**config.mk**
```make
export PLATFORM = sky130hd
export DESIGN_NAME = linear_xlate
export DESIGN_NICKNAME = d
export VERILOG_FILES = /design/src/rtl/lax_pkg.sv /design/src/rtl/lax_ctrl.sv /design/src/rtl/lax_dpath.sv /design/src/rtl/linear_xlate.sv
export SDC_FILE = /design/constraint.sdc
export NUM_CORES = 1
export LEC_CHECK = 0
export ABC_CLOCK_PERIOD_IN_PS = 10170
export BUFFER_PORTS_ARGS = -buffer_cell sky130_fd_sc_hd__buf_2
export CAP_MARGIN = 20
export CELL_PAD_IN_SITES_DETAIL_PLACEMENT = 2
export CELL_PAD_IN_SITES_GLOBAL_PLACEMENT = 2
export CORE_ASPECT_RATIO = 2
export CORE_MARGIN = 2
export CORE_UTILIZATION = 36
export DETAILED_ROUTE_END_ITERATION = 7
export PLACE_DENSITY = 0.93
export SLEW_MARGIN = 10
export SYNTH_ARGS = -nofsm -noshare
export SYNTH_HDL_FRONTEND = slang
export SYNTH_HIERARCHICAL = 1
export SYNTH_SLANG_ARGS = --single-unit
export TNS_END_PERCENT = 20
```
**constraint.sdc**
```tcl
create_clock -name clk -period 10.17 [get_ports clk]
set_input_delay 1.017 -clock clk [delete_from_list [all_inputs] [get_ports clk]]
set_output_delay 1.017 -clock clk [all_outputs]
set_load 0.05 [all_outputs]
```
**src/rtl/lax_pkg.sv**
```systemverilog
package lax_pkg;

  // Control-to-datapath strobes
  typedef struct packed {
    logic loadReq;  // latch request and entry address
    logic loadLo;   // capture descriptor low word
    logic loadHi;   // capture descriptor high word
    logic loadRes;  // register result and fault
    logic hiBeat;   // address selects high word
  } laxStrobe_t;

  typedef enum logic [1:0] {
    FLT_NONE  = 2'd0,
    FLT_NULL  = 2'd1,
    FLT_SYS   = 2'd2,
    FLT_LIMIT = 2'd3
  } laxFault_t;

  typedef enum logic [2:0] {
    ST_IDLE,
    ST_FETCH_LO,
    ST_FETCH_HI,
    ST_CHECK,
    ST_DONE
  } laxState_t;

  localparam int TI_BIT = 2;

endpackage

```
**src/rtl/lax_ctrl.sv**
```systemverilog
module lax_ctrl
  import lax_pkg::*;
(
  input  logic       clk,
  input  logic       rstN,
  input  logic       reqValid,
  input  logic       reqNull,
  input  logic       memRdValid,
  output laxStrobe_t strobe,
  output logic       reqReady,
  output logic       memReq,
  output logic       resValid
);

  laxState_t state, stateNext;

  always_ff @(posedge clk) begin
    if (!rstN) state <= ST_IDLE;
    else       state <= stateNext;
  end

  always_comb begin
    stateNext = state;
    unique case (state)
      ST_IDLE:     if (reqValid) stateNext = reqNull ? ST_CHECK : ST_FETCH_LO;
      ST_FETCH_LO: if (memRdValid) stateNext = ST_FETCH_HI;
      ST_FETCH_HI: if (memRdValid) stateNext = ST_CHECK;
      ST_CHECK:    stateNext = ST_DONE;
      ST_DONE:     stateNext = ST_IDLE;
      default:     stateNext = ST_IDLE;
    endcase
  end

  always_comb begin
    strobe.loadReq = (state == ST_IDLE) && reqValid;
    strobe.loadLo  = (state == ST_FETCH_LO) && memRdValid;
    strobe.loadHi  = (state == ST_FETCH_HI) && memRdValid;
    strobe.loadRes = (state == ST_CHECK);
    strobe.hiBeat  = (state == ST_FETCH_HI);
  end

  assign reqReady = (state == ST_IDLE);
  assign memReq   = (state == ST_FETCH_LO) || (state == ST_FETCH_HI);
  assign resValid = (state == ST_DONE);

endmodule

```
**src/rtl/lax_dpath.sv**
```systemverilog
module lax_dpath
  import lax_pkg::*;
#(
  parameter int ADDR_W  = 32,
  parameter int SEL_W   = 16,
  parameter int LIMIT_W = 20
) (
  input  logic                          clk,
  input  logic                          rstN,
  input  laxStrobe_t                    strobe,
  input  logic [SEL_W-1:0]              reqSel,
  input  logic [ADDR_W-1:0]             reqOff,
  input  logic [ADDR_W-1:0]             globalBase,
  input  logic [ADDR_W-1:0]             localBase,
  input  logic [ADDR_W-1:0]             memRdData,
  output logic                          reqNull,
  output logic [ADDR_W-1:0]             memAddr,
  output logic [ADDR_W-1:0]             resLinear,
  output logic [1:0]                    resRpl,
  output logic [ADDR_W-LIMIT_W-2:0]     resAttr,
  output logic [1:0]                    resFault
);

  localparam int IDX_W  = SEL_W - 3;
  localparam int ATTR_W = ADDR_W - LIMIT_W - 1;
  localparam int PAD_W  = ADDR_W - IDX_W - 3;

  logic [IDX_W-1:0]  reqIdx;
  logic              reqLocal;
  logic [ADDR_W-1:0] tableBase;
  logic [ADDR_W-1:0] entryOffset;

  logic [ADDR_W-1:0] entryAddr;
  logic [ADDR_W-1:0] offReg;
  logic [1:0]        rplReg;
  logic              nullReg;
  logic [ADDR_W-1:0] descLo;
  logic [ADDR_W-1:0] descHi;

  logic [LIMIT_W-1:0] limitVal;
  logic               codeDataFlag;
  logic [ATTR_W-1:0]  attrVal;
  logic               overLimit;
  laxFault_t          faultNext;

  // Selector decode
  assign reqIdx      = reqSel[SEL_W-1:3];
  assign reqLocal    = reqSel[TI_BIT];
  assign reqNull     = (reqIdx == '0) && !reqLocal;
  assign tableBase   = reqLocal ? localBase : globalBase;
  assign entryOffset = {{PAD_W{1'b0}}, reqIdx, 3'b000};

  always_ff @(posedge clk) begin
    if (!rstN) begin
      entryAddr <= '0;
      offReg    <= '0;
      rplReg    <= '0;
      nullReg   <= 1'b0;
    end else if (strobe.loadReq) begin
      entryAddr <= tableBase + entryOffset;
      offReg    <= reqOff;
      rplReg    <= reqSel[1:0];
      nullReg   <= reqNull;
    end
  end

  assign memAddr = strobe.hiBeat ? entryAddr + ADDR_W'(4) : entryAddr;

  // Descriptor capture, one word per beat
  always_ff @(posedge clk) begin
    if (!rstN) begin
      descLo <= '0;
      descHi <= '0;
    end else begin
      if (strobe.loadLo) descLo <= memRdData;
      if (strobe.loadHi) descHi <= memRdData;
    end
  end

  // Field extraction
  assign limitVal     = descHi[LIMIT_W-1:0];
  assign codeDataFlag = descHi[LIMIT_W];
  assign attrVal      = descHi[ADDR_W-1:LIMIT_W+1];
  assign overLimit    = offReg > ADDR_W'(limitVal);

  // Fault priority: null, system class, limit
  always_comb begin
    if (nullReg)            faultNext = FLT_NULL;
    else if (!codeDataFlag) faultNext = FLT_SYS;
    else if (overLimit)     faultNext = FLT_LIMIT;
    else                    faultNext = FLT_NONE;
  end

  always_ff @(posedge clk) begin
    if (!rstN) begin
      resLinear <= '0;
      resRpl    <= '0;
      resAttr   <= '0;
      resFault  <= FLT_NONE;
    end else if (strobe.loadRes) begin
      resLinear <= (faultNext == FLT_NONE) ? descLo + offReg : '0;
      resRpl    <= rplReg;
      resAttr   <= nullReg ? '0 : attrVal;
      resFault  <= faultNext;
    end
  end

endmodule

```
**src/rtl/linear_xlate.sv**
```systemverilog
module linear_xlate
  import lax_pkg::*;
#(
  parameter int ADDR_W  = 32,
  parameter int SEL_W   = 16,
  parameter int LIMIT_W = 20
) (
  input  logic                      clk,
  input  logic                      rstN,
  input  logic                      reqValid,
  output logic                      reqReady,
  input  logic [SEL_W-1:0]          reqSel,
  input  logic [ADDR_W-1:0]         reqOff,
  input  logic [ADDR_W-1:0]         globalBase,
  input  logic [ADDR_W-1:0]         localBase,
  output logic                      memReq,
  output logic [ADDR_W-1:0]         memAddr,
  input  logic                      memRdValid,
  input  logic [ADDR_W-1:0]         memRdData,
  output logic                      resValid,
  output logic [ADDR_W-1:0]         resLinear,
  output logic [1:0]                resRpl,
  output logic [ADDR_W-LIMIT_W-2:0] resAttr,
  output logic [1:0]                resFault
);

  laxStrobe_t strobe;
  logic       reqNull;

  lax_ctrl i_ctrl (
    .clk        (clk),
    .rstN       (rstN),
    .reqValid   (reqValid),
    .reqNull    (reqNull),
    .memRdValid (memRdValid),
    .strobe     (strobe),
    .reqReady   (reqReady),
    .memReq     (memReq),
    .resValid   (resValid)
  );

  lax_dpath #(
    .ADDR_W  (ADDR_W),
    .SEL_W   (SEL_W),
    .LIMIT_W (LIMIT_W)
  ) i_dpath (
    .clk        (clk),
    .rstN       (rstN),
    .strobe     (strobe),
    .reqSel     (reqSel),
    .reqOff     (reqOff),
    .globalBase (globalBase),
    .localBase  (localBase),
    .memRdData  (memRdData),
    .reqNull    (reqNull),
    .memAddr    (memAddr),
    .resLinear  (resLinear),
    .resRpl     (resRpl),
    .resAttr    (resAttr),
    .resFault   (resFault)
  );

endmodule

```
==> results of run 1 <==
[cell type report]
class | instances | area, sq um | share of cell area [%]
repair buffers | 236 | 1200 | 9.49
flip-flops and latches | 181 | 3620 | 28.6
clock buffers | 18 | 429 | 3.39
well taps | 364 | 455 | 3.60
inverters | 30 | 113 | 0.890
multi-input cells | 910 | 6660 | 52.6
clock inverters | 14 | 175 | 1.38
[placed cells by master, fill, tap and decap left out, drive strengths merged, types with 12 or more instances in the layout]
cell,count
buf,236
dfxtp,181
nor2b,171
mux2i,126
a21oi,70
nand2,65
ha,65
o21ai,53
xnor2,45
nor2,38
nand3,35
inv,34
xor2,30
a21o,26
clkbuf,18
nor3,16
mux2,15
nand4,14
and3,13
a211oi,12
[per-stage QoR]
stage	util, %	setup slack [ps]	hold slack [ps]
finish	43.2	5770	464
global route	43.2	5410	496
CTS	43.2	5720	476
detailed placement	41.1	5450	458
global placement	41.1	5730	434
floorplan	-	5610	453
[flip-flops by register name, summed over array words and instances, names as in the netlist, 2 cells and up]
register	flops
i_ctrl/state	3
i_dpath/descHi	32
i_dpath/descLo	32
i_dpath/entryAddr	32
i_dpath/offReg	32
i_dpath/resAttr	11
i_dpath/resFault	2
i_dpath/resLinear	32
i_dpath/resRpl	2
i_dpath/rplReg	2
[worst max path at each step]
stage                          from                     to  cells past startpoint
global route        i_ctrl/state[1]            memAddr[28]                      9
floorplan                 reqSel[2]  i_dpath/entryAddr[30]                     15
finish              i_ctrl/state[1]            memAddr[31]                      8
global placement          reqSel[2]  i_dpath/entryAddr[31]                     13
detailed placement        reqSel[2]  i_dpath/entryAddr[31]                     13
CTS                 i_ctrl/state[1]            memAddr[31]                      8
[metal layers]
metal  vias to the layer above  wire length (microns)  global-route usage [%]
li1                       4546                      -                       -
met1                      4669                  15200                    27.2
met2                       194                  19700                    43.7
met3                        59                   1230                    4.74
met4                         0                    910                    7.71
met5                         -                      0                       0
[worst max-delay path, delay by kind of cell, from the launching register on]
kind,cells,cell delay [ps]
DFF,1,500
and+or+nand+nor,6,1940
buffers and inverters,1,300
xor gates and xnor gates,1,190
[power breakdown]
part / internal, W / total (W) / leakage (nW) / switching [W]
Clock: 0.000390 / 0.000701 / 0.299 / 0.000311
Combinational: 0.000161 / 0.000417 / 3.74 / 0.000256
Sequential: 0.000743 / 0.000781 / 1.47 / 0.0000377
[logic make-up after synthesis]
logic type	count (synthesis)	synth area share, %
multiplexers	141	13.4
flip-flops	181	34.1
adder cells (fa/ha/maj)	67	8.02
buffers and inverters	89	3.46
AO/OA/AOI/OAI	218	13.0
AND/OR/NAND/NOR	409	21.8
XOR/XNOR	75	6.18
==> impl_results.md, run 1 <==
* Crit path largest cell delay at 500 ps
* Top post-synthesis cells by count: 181 x dfxtp_1, 169 x nor2b_1, 126 x mux2i_1
* Routed wirelength normalized by instance count at 21.1 microns
* Maximum VDD drop at 119 uV
* I/O pins at 230
* Minimum clock period at 4400 ps
* Yosys reg bits at 181
* Placer Congestion at 0.997
* Crit path kind: reg -> out
* Status: complete, no violations
* Root buffer cell: clkbuf_16
* Reg2Reg Setup Slack at 6370 ps
* Placed cell area at 0.0120 sq mm
* Routed WL at 37,100 microns
* Asr flop ratio synth at 0%
* Sequential area share after synthesis at 34.1%
* Die Y at 247 microns
* GRT overflow at 0
* Initial antenna violation count at 0
* Fillers at 3,257
* Die area at 0.0310 sq mm
* Ant diodes at 0
* TritonCTS clock tree: done
* Core area at 0.0293 sq mm
* CTS max path bufs at 2
* Cell mode on critical path: nand4_1
* Syn_nets at 1,395
* Top cells by area, synth: dfxtp_1 34%, mux2i_1 12%, nor2b_1 9.9%, ha_1 7.6%, xnor2_1 3.7%
* Worst r2r path cells at 10
* Fin. Hold Viols at 0
* Hold Crit Start: i_dpath/resLinear[20]
* PortBufs at 229
* Routed Antenna Nets at 0
* Reg-to-Reg Start: i_dpath/descHi[5]
* Synth top area share at 34.1%
* Vias at 9,468
* GRT Resource Usage Total at 23.7%
* Later-pin clock latency in the skew report at 450 ps
* Most frequent cell after synthesis: dfxtp_1
* CTS Buf Count at 17
* HPWL after detailed placement at 27,500 microns
* Fin area at 0.0127 sq mm
* Fin cells at 1,753
* P_leak at 5.51 nW
* Post-synth cell types at 68
* Fmax at 227 MHz
* First-pass GRT wire length at 58,600 microns
* Final setup violation count at 0
* Die span in x at 126 microns
* Crit path max-delay cell type: dfxtp_1
* Largest net degree at the start of global routing at 74
* Critical path arrival at 3380 ps
* Crit-path cells: nor3b_2 -> nand4_1 -> nor2_1 -> nand4_1 -> nor3_1 -> nand3_1 -> xnor2_1 -> buf_2
* CTS Hold Buffers Added at 0
* Area grow syn2layout at 19.0%
* Measured slew at the worst slew-check pin at 1090 ps
* Placed Cells at 1,720
* Layout cells sized above 1 at 22.0%
* Clock Pin Slew Worst Setup and Hold Paths at 70 ps
* Critical Path RT at 9150 ps
* Post-Syn Area at 0.0106 sq mm
* Hold Path Class: reg -> reg
* Slew Limit Fails at 0
* Drt first pass iters at 4
* Synthesized instance count at 1,180
* Routed vias/inst at 5.40
* Syn Area/Cell at 9.02 sq um
* CP Max Fanout at 9
* Clock skew at 9.38 ps
* DR DRC count at 0
* Nets at 1,591
* Post-synth EDFFs at 0
* Vias in the first global route at 10,732
* PostCTS Resize Cnt at 0
* RR Endpoint: i_dpath/resLinear[25]
* Critical path startpoint category: register
* Unrepaired setup endpoints after global routing: no
* Slew headroom at 27.2%
* Leading area contributor after synthesis: dfxtp_1
* Row Count at 89
* H-tree Lvls at 4
* Hold Path Depth at 2
* Setup Fix Bufs, Post-CTS at 0
* Hold Path Sink: i_dpath/resLinear[20]
* Power Density at 150 mW/mm^2
* MaxCap Viol Count at 0
* Top FF cell, synth: dfxtp_1
* Initial Util at 36.3%
* Period utilization at 43.3%
* Fin Setup TNS at 0 ps
* DR iter-0 viols at 280
* Final Total Pwr at 0.00190 W
* Worst Setup End Kind: output port
* Clock sinks at 181
* Ys Warns at 6
(Power assumes the default switching activity.)
==> inputs of run 2 (changes only) <==
ABC_CLOCK_PERIOD_IN_PS = 4400   (was 10170)
CORE_UTILIZATION = 33   (was 36)
PLACE_DENSITY = 0.86   (was 0.93)
clock period = 4.4 ns   (was 10.17 ns; I/O delays follow)
==> run 2 against run 1 <==
Cell count is 4.1% higher. Core utilization is 3.2 points lower. Die area is 8.9% higher. Largest power group unchanged. Highest routed layer is now met5.
==> impl_results.md, run 2 (synthesized netlist as in run 1, its figures left out) <==
* Worst Setup End Kind: output port
* Drt first pass iters at 4 (unchanged)
* Grt met2 use at 46.3% (+2.6 points)
* Root buffer cell: clkbuf_16
* Global routing usage on met3 at 4.23% (-0.51 points)
* Most Crowded Layer GR: met2
* I/O pins at 230 (unchanged)
* P_leak at 5.54 nW (+0.54%)
* First-pass GRT wire length at 58,700 microns (+0.18%)
* CTS max path bufs at 2 (unchanged)
* Die Y at 258 microns (+4.4%)
* Fin cells at 1,825 (+4.1%)
* DR iter-0 viols at 237 (-15%)
* Largest net degree at the start of global routing at 66 (-11%)
* Slew Limit Fails at 0 (unchanged)
* GRT overflow at 0 (unchanged)
* Crit path kind: reg -> out
* Fillers at 3,559 (+9.3%)
* Initial Util at 33.2% (-3.1 points)
* Status: complete, no violations
* Dpl ws at 586 ps (-4860 ps)
* Fin. Hold Viols at 0 (unchanged)
* Vias in the first global route at 10,907 (+1.6%)
* Die area at 0.0338 sq mm (+8.9%)
* Measured slew at the worst slew-check pin at 878 ps (-214 ps)
* Fin Setup TNS at 0 ps (unchanged)
* Layout cells sized above 1 at 22.4% (+0.39 points)
* Routed wirelength normalized by instance count at 20.9 microns (-1.2%)
* DR DRC count at 0 (unchanged)
* Final setup violation count at 0 (unchanged)
* CTS Hold Buffers Added at 0 (unchanged)
* Initial antenna violation count at 6 (+6)
* PortBufs at 229 (unchanged)
* Setup WS post-layout at 528 ps (-5240 ps)
* Most common cell after layout, fill and taps aside: buf_2
* Setup Fix Bufs, Post-CTS at 0 (unchanged)
* Placer Congestion at 0.853 (-14%)
* Period utilization at 88.0%
* Commonest non-fill, non-tap cells in the layout: 228 x buf_2, 181 x dfxtp_1, 169 x nor2b_1, 126 x mux2i_1, 70 x a21oi_1
* Critical path's top delay family: simple AND/OR/NAND/NOR gates
* Maximum VDD drop at 302 uV (+150%)
* GRT Resource Usage Total at 22.9% (-0.87 points)
* Fin util at 40.0% (-3.2 points)
* Minimum clock period at 3870 ps
* Slew headroom at 41.3% (+14 points)
* TritonCTS clock tree: done
* HPWL after detailed placement at 29,400 microns (+6.9%)
* Placed Cells at 1,791 (+4.1%)
* Critical Path RT at 3960 ps (-5190 ps)
* Fmax at 258 MHz
* Unrepaired setup endpoints after global routing: no
* Final Total Pwr at 0.00442 W (+130%)
* Die span in x at 131 microns (+4.3%)
* Critical path arrival at 3430 ps (+50 ps)
* Crit path max-delay cell type: dfxtp_1
* Critical path startpoint category: register
* Later-pin clock latency in the skew report at 460 ps (about the same)
* Row Count at 93 (+4.5%)
* Vias at 9,583 (+1.2%)
* H-tree Lvls at 4 (unchanged)
* Crit path largest cell delay at 490 ps (about the same)
* PostCTS Resize Cnt at 0 (unchanged)
* Met1 Usage GRT at 20.0% (-7.1 points)
* Routed Antenna Nets at 0 (unchanged)
* Hold Path Class: in -> reg
* CTS Buf Count at 17 (unchanged)
* MaxCap Viol Count at 0 (unchanged)
* Cell mode on critical path: nor2_1
* Power Density at 346 mW/mm^2 (+130%)
* Clock sinks at 181 (unchanged)
* Crit-path cells: nor3b_2 -> nand3_1 -> nor2_1 -> and4_1 -> nand4_1 -> nor2_1 -> nand2_1 -> xnor2_1 -> buf_2
* Clock skew at 14.0 ps (+4.60 ps)
* Clock Pin Slew Worst Setup and Hold Paths at 70 ps (about the same)
* Routed WL at 38,100 microns (+2.9%)
* Core area at 0.0320 sq mm (+9.3%)
* WP buf/inv at 1 (unchanged)
* Area grow syn2layout at 20.4%
* Routed vias/inst at 5.25 (-2.8%)
* CP Max Fanout at 9 (unchanged)
* Nets at 1,598 (+0.44%)
## run 2: per-layer routing
metal  routed length (microns)  part of all wire (%)  up-vias
met5                        56                  0.15        -
met4                      1880                   4.9        8
met3                      1220                   3.2       86
met2                     22500                    59      206
met1                     12500                    33     4732
li1                          -                     -     4551
## run 2: where the power goes
group          switching (W)  total, W  internal, W  leakage [nW]
clock network       0.000747   0.00166     0.000913         0.296
logic               0.000590  0.000962     0.000373          3.77
registers          0.0000859   0.00180      0.00172          1.47
## run 2: cell type report
class	instances	area, sq um	area share, %
diodes	2	5.00	0.0391
clock buffers	18	429	3.35
well taps	427	534	4.17
repair buffers	243	1250	9.79
multi-input cells	910	6660	52.0
inverters	30	113	0.879
flip-flops and latches	181	3620	28.3
clock inverters	14	189	1.48
## run 2: worst paths after layout
check                        startpoint               endpoint  slack (ps)  depth (start not counted)
hold reg to reg   i_dpath/resLinear[12]  i_dpath/resLinear[12]         460                          1
setup reg to reg     i_dpath/offReg[14]  i_dpath/resLinear[31]        1000                          9
hold / removal               reqOff[11]     i_dpath/offReg[11]         240                          3
setup / recovery        i_ctrl/state[1]            memAddr[28]         530                          9
## run 2: metrics by stage
stage | instance area (sq um) | hold slack, ps
detailed placement | 12200 | 446
CTS | 12800 | 214
global route | 12800 | 233
floorplan | 10600 | 453
finish | 12800 | 242
global placement | 12200 | 434
## run 2: worst min-delay path, delay by kind of cell
family	cells	cell delay, ps
and+or+nand+nor	1	90
muxes	1	60
buffers and inverters	1	80
==> inputs of run 3 (changes only) <==
ABC_CLOCK_PERIOD_IN_PS = 3400   (was 4400)
CORE_UTILIZATION = 30   (was 33)
PLACE_DENSITY = 0.83   (was 0.86)
clock period = 3.4 ns   (was 4.4 ns; I/O delays follow)
==> run 3 against run 2 <==
Critical path depth unchanged. Total power rose by 28%. Sequential power up 29%. Non-clock buffer count grew 27. Worst setup slack worse by 360 ps. Critical endpoint is now memAddr[23]. Highest routed layer unchanged.
==> impl_results.md, run 3 (synthesized netlist as in run 1, its figures left out) <==
* MaxCap Viol Count at 0 (unchanged)
* Clock sinks at 181 (unchanged)
* Routed vias/inst at 5.17 (-1.5%)
* Later-pin clock latency in the skew report at 460 ps (about the same)
* Maximum VDD drop at 317 uV (+4.9%)
* TritonCTS clock tree: done
* CTS Buf Count at 17 (unchanged)
* Crit-path cells: nor3b_4 -> nand4_1 -> nor2_4 -> nand4_1 -> buf_4 -> nor2_1 -> nand2_1 -> xnor2_1 -> buf_4
* Minimum clock period at 3230 ps
* Initial Util at 30.4% (-2.8 points)
* Routed WL at 38,800 microns (+1.7%)
* Fin. Hold Viols at 0 (unchanged)
* Routed wirelength normalized by instance count at 20.7 microns (-0.78%)
* Most common cell after layout, fill and taps aside: buf_2
* Routed Antenna Nets at 0 (unchanged)
* Initial antenna violation count at 7 (+1)
* Vias at 9,679 (+1.0%)
* Crit path kind: reg -> out
* CP Max Fanout at 9 (unchanged)
* H-tree Lvls at 4 (unchanged)
* DR top layer: met5
* DR WL met2 at 22,900 microns (+1.8%)
* Core area at 0.0350 sq mm (+9.2%)
* Nets at 1,625 (+1.7%)
* Area of the multi-input gates at 0.00669 sq mm (+0.41%)
* Wire length on met1 at 12,500 microns (-0.13%)
* Layout cells sized above 1 at 24.0% (+1.5 points)
* Status: complete, no violations
* Crit path largest cell delay at 420 ps (-70 ps)
* CTS Hold Buffers Added at 0 (unchanged)
* Slew headroom at 50.9% (+9.6 points)
* Die Y at 270 microns (+4.8%)
* Row Count at 97 (+4.3%)
* DR iter-0 viols at 206 (-13%)
* Commonest non-fill, non-tap cells in the layout: 225 x buf_2, 181 x dfxtp_1, 169 x nor2b_1, 126 x mux2i_1, 70 x a21oi_1
* Fin Setup TNS at 0 ps (unchanged)
* Largest net degree at the start of global routing at 75 (+14%)
* Routed wl met3 at 1330 microns (+9.5%)
* Measured slew at the worst slew-check pin at 736 ps (-142 ps)
* Worst Setup End Kind: output port
* Crit path max-delay cell type: dfxtp_1
* Fillers at 3,916 (+10%)
* I/O pins at 230 (unchanged)
* Drt first pass iters at 4 (unchanged)
* Die area at 0.0371 sq mm (+9.8%)
* Clock Pin Slew Worst Setup and Hold Paths at 70 ps (about the same)
* CTS max path bufs at 2 (unchanged)
* Placer Congestion at 0.859 (+0.69%)
* HPWL after detailed placement at 30,700 microns (+4.2%)
* Placed cell area at 0.0124 sq mm (+1.9%)
* Power Density at 435 mW/mm^2 (+26%)
* Critical path arrival at 2890 ps (-540 ps)
* Fin area at 0.0131 sq mm (+2.1%)
* Slew Limit Fails at 0 (unchanged)
* Fmax at 310 MHz
* Root buffer cell: clkbuf_16
* P_leak at 5.68 nW (+2.4%)
* Sequential cell area at 0.00362 sq mm (unchanged)
* PortBufs at 229 (unchanged)
* Critical path startpoint category: register
* Unrepaired setup endpoints after global routing: no
* Clock skew at 15.0 ps (+0.997 ps)
* Critical Path RT at 3060 ps (-900 ps)
* Die span in x at 137 microns (+4.7%)
* Final setup violation count at 0 (unchanged)
* Vias in the first global route at 10,948 (+0.38%)
* Hold Path Class: in -> reg
* GRT overflow at 0 (unchanged)
* Period utilization at 94.9%
* Area grow syn2layout at 22.9%
* First-pass GRT wire length at 59,700 microns (+1.7%)
* GRT Resource Usage Total at 21.2% (-1.6 points)
* DR DRC count at 0 (unchanged)
run 3: cell count changes in the layout (fill, tap and decap cells not counted), moves of 2 or more:
cell / change
inv_6: -4
buf_4: +26
buf_12: +2
buf_2: -3
clkbuf_8: +5
inv_8: -2
clkbuf_4: +2
clkbuf_1: +3
run 3: power breakdown:
group,total (W),internal (W),switching [W]
registers,0.00233,0.00222,0.000109
logic,0.00130,0.000514,0.000781
clock network,0.00205,0.00118,0.000869
run 3: final cells by class:
class / instances / area share [%]
Inverter: 30 / 0.861
Clock inverter: 6 / 0.689
Sequential cell: 181 / 27.7
Multi-Input combinational cell: 910 / 51.1
Clock buffer: 26 / 3.90
Timing Repair Buffer: 270 / 11.4
Antenna cell: 3 / 0.0574
Tap cell: 445 / 4.26
run 3: layer usage:
metal	GRT usage, %	vias to the layer above
met1	18.5	4760
met5	0	-
met4	11.9	10
li1	-	4603
met2	42.8	220
met3	4.13	86
run 3: final timing paths:
check,startpoint,end,slack [ps],cells past startpoint
worst min-delay path,reqOff[6],i_dpath/offReg[6],140,3
worst max register to register,i_dpath/offReg[0],i_dpath/resLinear[24],290,10
worst min register to register,i_dpath/resLinear[20],i_dpath/resLinear[20],450,2
worst max-delay path,i_ctrl/state[0],memAddr[23],170,9
run 3: what timing repair did:
item,CTS,global route
endpoints found under the setup margin,9,6
pin swaps,1,1
gates resized for setup,3,4
setup buffers,2,1
run 3: per-stage QoR:
step | std cells | total power [W] | util (%) | hold WS [ps] | setup slack, ps
finish | 1871 | 0.00568 | 37.4 | 143 | 173
global route | 1870 | 0.00598 | 37.4 | 142 | 2.15
CTS | 1867 | 0.00578 | 37.3 | 122 | 18.3
detailed placement | 1833 | 0.00368 | 35.5 | 447 | -123
global placement | 1833 | 0.00363 | 35.5 | 439 | -43.1
floorplan | 1180 | 0.00321 | - | 438 | -28.9
run 3: worst max-delay path: cells and delay by family (launching register included):
kind          cells  cell delay [ps]
xor+xnor          1              210
buf+inv           2              510
flops             1              420
simple gates      6             1290
